[config.mk]
export PLATFORM = sky130hd
export DESIGN_NAME = stopwake_seq
export DESIGN_NICKNAME = d
export VERILOG_FILES = /design/src/rtl/stopwake_pkg.sv /design/src/rtl/stopwake_sync.sv /design/src/rtl/stopwake_timer.sv /design/src/rtl/stopwake_ctrl.sv /design/src/rtl/stopwake_dp.sv /design/src/rtl/stopwake_seq.sv
export SDC_FILE = /design/constraint.sdc
export NUM_CORES = 1
export LEC_CHECK = 0
export BUFFER_PORTS_ARGS = -buffer_cell sky130_fd_sc_hd__clkbuf_2
export CAP_MARGIN = 20
export CORE_MARGIN = 2
export CORE_UTILIZATION = 59
export CTS_CLUSTER_SIZE = 8
export DETAILED_ROUTE_END_ITERATION = 7
export GPL_TIMING_DRIVEN = 0
export PLACE_DENSITY = 0.86
export SLEW_MARGIN = 5
export SYNTH_ARGS = -nofsm -noshare
export SYNTH_HDL_FRONTEND = slang
export SYNTH_HIERARCHICAL = 1
export SYNTH_SLANG_ARGS = --single-unit
export TNS_END_PERCENT = 50
[constraint.sdc]
create_clock -name clk -period 3.9 [get_ports clk]
set_clock_uncertainty 0.1 [all_clocks]
set_input_delay 0.195 -clock clk [delete_from_list [all_inputs] [get_ports clk]]
set_output_delay 0.195 -clock clk [all_outputs]
set_load 0.005 [all_outputs]
[src/rtl/stopwake_pkg.sv]
package stopwake_pkg;

  // Controller states; outputs are decoded from these.
  typedef enum logic [2:0] {
    ST_SETTLE = 3'd0,  // supply on, waiting for it to settle, domain in reset
    ST_INIT   = 3'd1,  // domain in reset, minimum hold and source release
    ST_WAIT   = 3'd2,  // reset released, CPU wait interval
    ST_GO     = 3'd3,  // one-cycle CPU start
    ST_RUN    = 3'd4,  // normal run mode
    ST_STOP   = 3'd5   // deep stop, supply off
  } seqState_t;

  localparam int CAUSE_N   = 3;
  localparam int CAUSE_PIN = 0;
  localparam int CAUSE_LVD = 1;
  localparam int CAUSE_IRQ = 2;

  localparam int TIMER_N      = 3;
  localparam int TIMER_SETTLE = 0;
  localparam int TIMER_INIT   = 1;
  localparam int TIMER_WAIT   = 2;

  // Strobes from control to datapath.
  typedef struct packed {
    logic [TIMER_N-1:0] timerRun;    // one per interval counter
    logic               bootCapture; // latch boot mode this edge
    logic [CAUSE_N-1:0] causeSet;    // wake causes seen this edge
  } ctlStrobe_t;

endpackage

[src/rtl/stopwake_sync.sv]
module stopwake_sync #(
  parameter int           W       = 1,
  parameter logic [W-1:0] RST_VAL = '0
) (
  input  logic         clk,
  input  logic         rstN,
  input  logic [W-1:0] d,
  output logic [W-1:0] q
);

  logic [W-1:0] stage1;
  logic [W-1:0] stage2;

  always_ff @(posedge clk or negedge rstN) begin
    if (!rstN) begin
      stage1 <= RST_VAL;
      stage2 <= RST_VAL;
    end else begin
      stage1 <= d;
      stage2 <= stage1;
    end
  end

  assign q = stage2;

endmodule

[src/rtl/stopwake_timer.sv]
module stopwake_timer #(
  parameter int CNT_W = 16
) (
  input  logic             clk,
  input  logic             rstN,
  input  logic             run,
  input  logic [CNT_W-1:0] limit,
  output logic             done
);

  logic [CNT_W-1:0] cnt;
  logic [CNT_W:0]   cntInc;

  assign cntInc = {1'b0, cnt} + {{CNT_W{1'b0}}, 1'b1};
  // Done in the last cycle of a max(limit,1)-cycle interval.
  assign done   = cntInc >= {1'b0, limit};

  always_ff @(posedge clk or negedge rstN) begin
    if (!rstN) begin
      cnt <= '0;
    end else if (!run) begin
      cnt <= '0;
    end else if (!done) begin
      cnt <= cntInc[CNT_W-1:0];
    end
  end

endmodule

[src/rtl/stopwake_ctrl.sv]
module stopwake_ctrl
  import stopwake_pkg::*;
(
  input  logic       clk,
  input  logic       rstN,
  input  logic       stopReq,
  input  logic       irqReq,
  input  logic       pinLow,
  input  logic       lvdHigh,
  input  logic       rstActive,
  input  logic       settleDone,
  input  logic       initDone,
  input  logic       waitDone,
  output ctlStrobe_t strobe,
  output logic       supplyEn,
  output logic       mainRstN,
  output logic       cpuStart,
  output logic       bootPullUp,
  output logic       deepStop
);

  seqState_t state;
  seqState_t stateNext;
  logic      wakeEvent;

  assign wakeEvent = rstActive | irqReq;

  always_ff @(posedge clk or negedge rstN) begin
    if (!rstN) state <= ST_SETTLE;
    else       state <= stateNext;
  end

  always_comb begin
    stateNext            = state;
    strobe               = '0;
    strobe.timerRun[TIMER_SETTLE] = (state == ST_SETTLE);
    strobe.timerRun[TIMER_INIT]   = (state == ST_INIT);
    strobe.timerRun[TIMER_WAIT]   = (state == ST_WAIT);
    case (state)
      ST_SETTLE: begin
        if (settleDone) stateNext = ST_INIT;
      end
      ST_INIT: begin
        if (initDone && !rstActive) begin
          stateNext          = ST_WAIT;
          strobe.bootCapture = 1'b1;
        end
      end
      ST_WAIT: begin
        if (rstActive)     stateNext = ST_INIT;
        else if (waitDone) stateNext = ST_GO;
      end
      ST_GO: begin
        stateNext = rstActive ? ST_INIT : ST_RUN;
      end
      ST_RUN: begin
        if (rstActive)    stateNext = ST_INIT;
        else if (stopReq) stateNext = ST_STOP;
      end
      ST_STOP: begin
        if (wakeEvent) begin
          stateNext                  = ST_SETTLE;
          strobe.causeSet[CAUSE_PIN] = pinLow;
          strobe.causeSet[CAUSE_LVD] = lvdHigh;
          strobe.causeSet[CAUSE_IRQ] = irqReq;
        end
      end
      default: stateNext = ST_SETTLE;
    endcase
  end

  assign supplyEn   = (state != ST_STOP);
  assign mainRstN   = (state == ST_WAIT) | (state == ST_GO) | (state == ST_RUN);
  assign cpuStart   = (state == ST_GO);
  assign bootPullUp = (state == ST_SETTLE) | (state == ST_INIT);
  assign deepStop   = (state == ST_STOP);

endmodule

[src/rtl/stopwake_dp.sv]
module stopwake_dp
  import stopwake_pkg::*;
#(
  parameter int CNT_W = 16
) (
  input  logic               clk,
  input  logic               rstN,
  input  ctlStrobe_t         strobe,
  input  logic [CNT_W-1:0]   settleCyc,
  input  logic [CNT_W-1:0]   initCyc,
  input  logic [CNT_W-1:0]   waitCyc,
  input  logic               bootLow,
  input  logic [CAUSE_N-1:0] flagClr,
  output logic               settleDone,
  output logic               initDone,
  output logic               waitDone,
  output logic               singleBoot,
  output logic [CAUSE_N-1:0] causeFlags
);

  logic [TIMER_N-1:0][CNT_W-1:0] timerLimit;
  logic [TIMER_N-1:0]            timerDone;

  assign timerLimit[TIMER_SETTLE] = settleCyc;
  assign timerLimit[TIMER_INIT]   = initCyc;
  assign timerLimit[TIMER_WAIT]   = waitCyc;

  // One independent counter per interval.
  for (genvar g = 0; g < TIMER_N; g++) begin : g_timer
    stopwake_timer #(.CNT_W(CNT_W)) timer_i (
      .clk   (clk),
      .rstN  (rstN),
      .run   (strobe.timerRun[g]),
      .limit (timerLimit[g]),
      .done  (timerDone[g])
    );
  end

  assign settleDone = timerDone[TIMER_SETTLE];
  assign initDone   = timerDone[TIMER_INIT];
  assign waitDone   = timerDone[TIMER_WAIT];

  // Always-on state: cleared by cold reset only.
  always_ff @(posedge clk or negedge rstN) begin
    if (!rstN) begin
      causeFlags <= '0;
      singleBoot <= 1'b0;
    end else begin
      causeFlags <= (causeFlags & ~flagClr) | strobe.causeSet;
      if (strobe.bootCapture) singleBoot <= bootLow;
    end
  end

endmodule

[src/rtl/stopwake_seq.sv]
module stopwake_seq
  import stopwake_pkg::*;
#(
  parameter int CNT_W = 16
) (
  input  logic               clk,
  input  logic               rstN,
  input  logic               rstPinN,
  input  logic               lvdRst,
  input  logic               irqReq,
  input  logic               bootPinN,
  input  logic               stopReq,
  input  logic [CNT_W-1:0]   settleCyc,
  input  logic [CNT_W-1:0]   initCyc,
  input  logic [CNT_W-1:0]   waitCyc,
  input  logic [CAUSE_N-1:0] flagClr,
  output logic               supplyEn,
  output logic               mainRstN,
  output logic               cpuStart,
  output logic               singleBoot,
  output logic               bootPullUp,
  output logic               deepStop,
  output logic [CAUSE_N-1:0] causeFlags
);

  localparam int SYNC_W = 3;
  // Synchronizer reset values: pin asserted, low-voltage asserted, boot high.
  localparam logic [SYNC_W-1:0] SYNC_RST = 3'b110;

  logic [SYNC_W-1:0] syncOut;
  logic              pinLow;
  logic              lvdHigh;
  logic              bootLow;
  logic              rstActive;
  ctlStrobe_t        strobe;
  logic              settleDone;
  logic              initDone;
  logic              waitDone;

  stopwake_sync #(.W(SYNC_W), .RST_VAL(SYNC_RST)) inSync_i (
    .clk  (clk),
    .rstN (rstN),
    .d    ({bootPinN, lvdRst, rstPinN}),
    .q    (syncOut)
  );

  assign pinLow    = ~syncOut[0];
  assign lvdHigh   = syncOut[1];
  assign bootLow   = ~syncOut[2];
  assign rstActive = pinLow | lvdHigh;

  stopwake_ctrl ctrl_i (
    .clk        (clk),
    .rstN       (rstN),
    .stopReq    (stopReq),
    .irqReq     (irqReq),
    .pinLow     (pinLow),
    .lvdHigh    (lvdHigh),
    .rstActive  (rstActive),
    .settleDone (settleDone),
    .initDone   (initDone),
    .waitDone   (waitDone),
    .strobe     (strobe),
    .supplyEn   (supplyEn),
    .mainRstN   (mainRstN),
    .cpuStart   (cpuStart),
    .bootPullUp (bootPullUp),
    .deepStop   (deepStop)
  );

  stopwake_dp #(.CNT_W(CNT_W)) dp_i (
    .clk        (clk),
    .rstN       (rstN),
    .strobe     (strobe),
    .settleCyc  (settleCyc),
    .initCyc    (initCyc),
    .waitCyc    (waitCyc),
    .bootLow    (bootLow),
    .flagClr    (flagClr),
    .settleDone (settleDone),
    .initDone   (initDone),
    .waitDone   (waitDone),
    .singleBoot (singleBoot),
    .causeFlags (causeFlags)
  );

endmodule

==> impl_metrics.ini <==
[yosys]
synth_edf_count = 0
synth_top_area_cell = dfrtp_1
ys_ff_latch = 61
yosysUniqueCellTypes = 64
synth_cells = 580
ys.flop_type = dfrtp_1
ys_async_sr_fraction_pct = 100
syn_area_um2 = 5090
yosysTopAreaCellShare_pct = 28.0
synthTopCellsByCount = 62 x inv_1, 57 x dfrtp_1, 51 x ha_1
syn_nets = 689
avgSynthCellArea_um2 = 8.77
yosysWarnings = 6
synthMostInstantiatedCell = inv_1
synthTopCellsByArea = dfrtp_1 28%, ha_1 13%, xnor2_1 4.8%
seq_area_frac_synth_pct = 30.1

[worst_hold_path]
min_path_type = in -> reg
hold_start = flagClr[1]

[timing]
fin_crit_sh_pct = 97.0
slew_violations = 0
finalHoldViolCount = 0
timing.fmax_mhz = 264
period_needed_ps = 3780
tns_ps = 0
setup_viol = 0
slew_headroom_pct = 44.1
worst-slew-pin-transition_ps = 838

[global_routing]
antenna_found_initial = 0
grt_max_degree = 62
grt_overflow = 0
groute.usage.overall_pct = 26.0
grt_pass1_vias = 4527
grt_pass1_wl_um = 20300

[clocking]
cts_max_level = 3
cts_buffers = 9
clockRootBuffer = clkbuf_8
clock_latency_ps = 340
clock_sinks = 61
clk_pin_slew_worst_paths_ps = 70
cts_buffer_depth = 2
cts_tree = built

[critical_path]
crit_path_end_kind = register
cp_num_buf_inv = 2
path_class = reg -> reg
crit_chain = ha_4 -> and3_2 -> nand3_2 -> or2_4 -> nor3_4 -> xor2_1 -> ha_1 -> nand4_1 -> or2_2 -> o211ai_1 -> buf_4 -> buf_4 -> and3b_2 -> mux2_4
rr_startpoint = dp_i/g_timer[1].timer_i/cnt[0]$_DFFE_PN0P_
r2r_slack_ps = 120
cp-start-kind = register
required_ps = 4030
critPathTopFamily = simple AND/OR/NAND/NOR gates
worstPathMaxFanout = 12
worst_path_max_delay_cell = dfrtp_1
critPathMaxStageDelay_ps = 420
startpoint = dp_i/g_timer[1].timer_i/cnt[0]$_DFFE_PN0P_
path_common_cell = buf_4
arrival_ps = 3910

[power_and_ir_drop]
p_sw_share_pct = 24.2
clkPwrFrac_pct = 42.6
peakVddDrop_mv = 0.274
p_sw_mw = 0.336
p_seq_share_pct = 47.0
power.leakage_nw = 2.96
power.internal_mw = 1.05
p_per_area_nw_per_um2 = 232
p_comb_share_pct = 10.4

[place]
portBuffers = 66
dp_hpwl_um = 8880
post_dp_cell_area_um2 = 5550
place_congestion = 0.918

[finish]
drive_above_1_share_pct = 23.1
area_growth_pct = 17.3
nets = 779
design_area_um2 = 5970
diodes = 0

[detailed_routing]
drtIter0Drc = 206
drc = 0
vias_per_cell = 5.91
detail-route-antenna-nets = 0
top_layer_used = met4
wl_met2_um = 6360
met1_length_um = 5080
post_drt_wl_per_cell_um = 15.7
met3_wirelength_um = 576
drt_wl_total_um = 12200
vias = 4612
drt-pass1-iter-count = 7

[flow_run]
cap_violations = 0

[die]
die-area_um2 = 9380
die_w_um = 96.9
rows = 33
start_util_pct = 61.3
io_pins = 67
die_h_um = 96.9
core_area_um2 = 8300

[run_status]
status = completed
-- layer usage --
layer / vias up / global-route usage [%]
li1: 2226 / -
met1: 2197 / 32.1
met2: 163 / 46.5
met3: 26 / 3.47
met4: 0 / 9.21
met5: - / 0
-- worst min-delay path, stage by stage --
cell and delay, ps:
clkbuf_2 80, inv_1 40, a21o_1 100
-- layout by cell type, fill, tap and decap left out, types with 5 or more instances in the layout --
| cell type | synthesis | final |
|---|---|---|
| a21o_1 | 8 | 8 |
| a21oi_1 | 40 | 40 |
| buf_4 | 3 | 12 |
| buf_6 | 5 | 5 |
| clkbuf_1 | 6 | 5 |
| clkbuf_2 | 1 | 67 |
| clkbuf_8 | 0 | 12 |
| dfrtp_1 | 57 | 56 |
| dlygate4sd3_1 | 1 | 6 |
| ha_1 | 51 | 50 |
| inv_1 | 62 | 62 |
| mux2i_1 | 17 | 17 |
| nand2_1 | 44 | 44 |
| nand2b_1 | 23 | 23 |
| nand3_1 | 17 | 15 |
| nand3_2 | 5 | 7 |
| nand4_1 | 17 | 17 |
| nor2_1 | 30 | 30 |
| nor3_1 | 9 | 6 |
| nor4_2 | 8 | 9 |
| o21ai_0 | 35 | 35 |
| or3_1 | 25 | 25 |
| xnor2_1 | 28 | 28 |
| xor2_1 | 16 | 16 |
-- cells by family (layout without fill, tap and decap cells) --
logic type	Yosys count	after routing	share of synthesized area [%]
fa+ha+maj	51	51	12.5
buf+inv	83	178	7.33
xor+xnor	44	44	7.57
simple gates	215	215	25.8
mux	18	18	3.64
flops	61	61	30.1
compound gates	108	108	13.0
-- state kept, by name, summed over array words and instances, names as in the netlist --
register,count
inSync_i/stage1,3
inSync_i/q,3
ctrl_i/state,3
dp_i/g_timer.timer_i/cnt,48
dp_i/causeFlags,3
dp_i/singleBoot,1
-- metrics by stage --
stage	hold WS (ps)	cells	setup slack (ps)	util (%)	power [mW]
after floorplan	-201	580	353	-	0.731
after global placement	183	751	-110	66.9	0.784
after detailed placement	192	751	-182	66.9	0.794
after CTS	0.567	773	17.6	70.3	1.39
after global routing	27.9	780	-27.4	71.9	1.45
final	13.5	780	119	71.9	1.39
-- worst paths after layout --
path                                                                     to  cells past startpoint
worst min-delay path                           dp_i/causeFlags[1]$_DFF_PN0_                      3
worst max register to register                  dp_i/singleBoot$_DFFE_PN0P_                     14
worst max-delay path                            dp_i/singleBoot$_DFFE_PN0P_                     14
min in group asynchronous       dp_i/g_timer[0].timer_i/cnt[14]$_DFFE_PN0P_                      2
worst min register to register                      inSync_i/q[0]$_DFF_PN0_                      0
max in group asynchronous        dp_i/g_timer[2].timer_i/cnt[0]$_DFFE_PN0P_                      2
-- area by class of cell --
cell class                 count  area (µm²)
tap                          105         131
clock buffer                  12         165
multi-input combinational    436        3280
buffer                        20         138
sequential                    61        1530
fill                         600        2330
timing repair buffer          80         450
clock inverter                 4        45.0
inverter                      62         233
-- power groups by stage --
| stage | Sequential (mW) | Clock [mW] | Combinational, mW |
|---|---|---|---|
| floorplan | 0.661 | 0 | 0.0700 |
| global placement | 0.662 | 0 | 0.122 |
| detailed placement | 0.663 | 0 | 0.131 |
| CTS | 0.651 | 0.602 | 0.139 |
| global route | 0.652 | 0.629 | 0.165 |
| finish | 0.651 | 0.591 | 0.144 |
-- what timing repair did --
action / in CTS / in global routing
endpoints found under the setup margin: 9 / 31
buffers inserted: 1 / 8
hold buffers: 5 / 0
endpoints found under the hold margin: 61 / 0
gates resized for setup: 4 / 17
pin swaps: 2 / 7
Note: power is estimated with default switching activity, not from simulation.
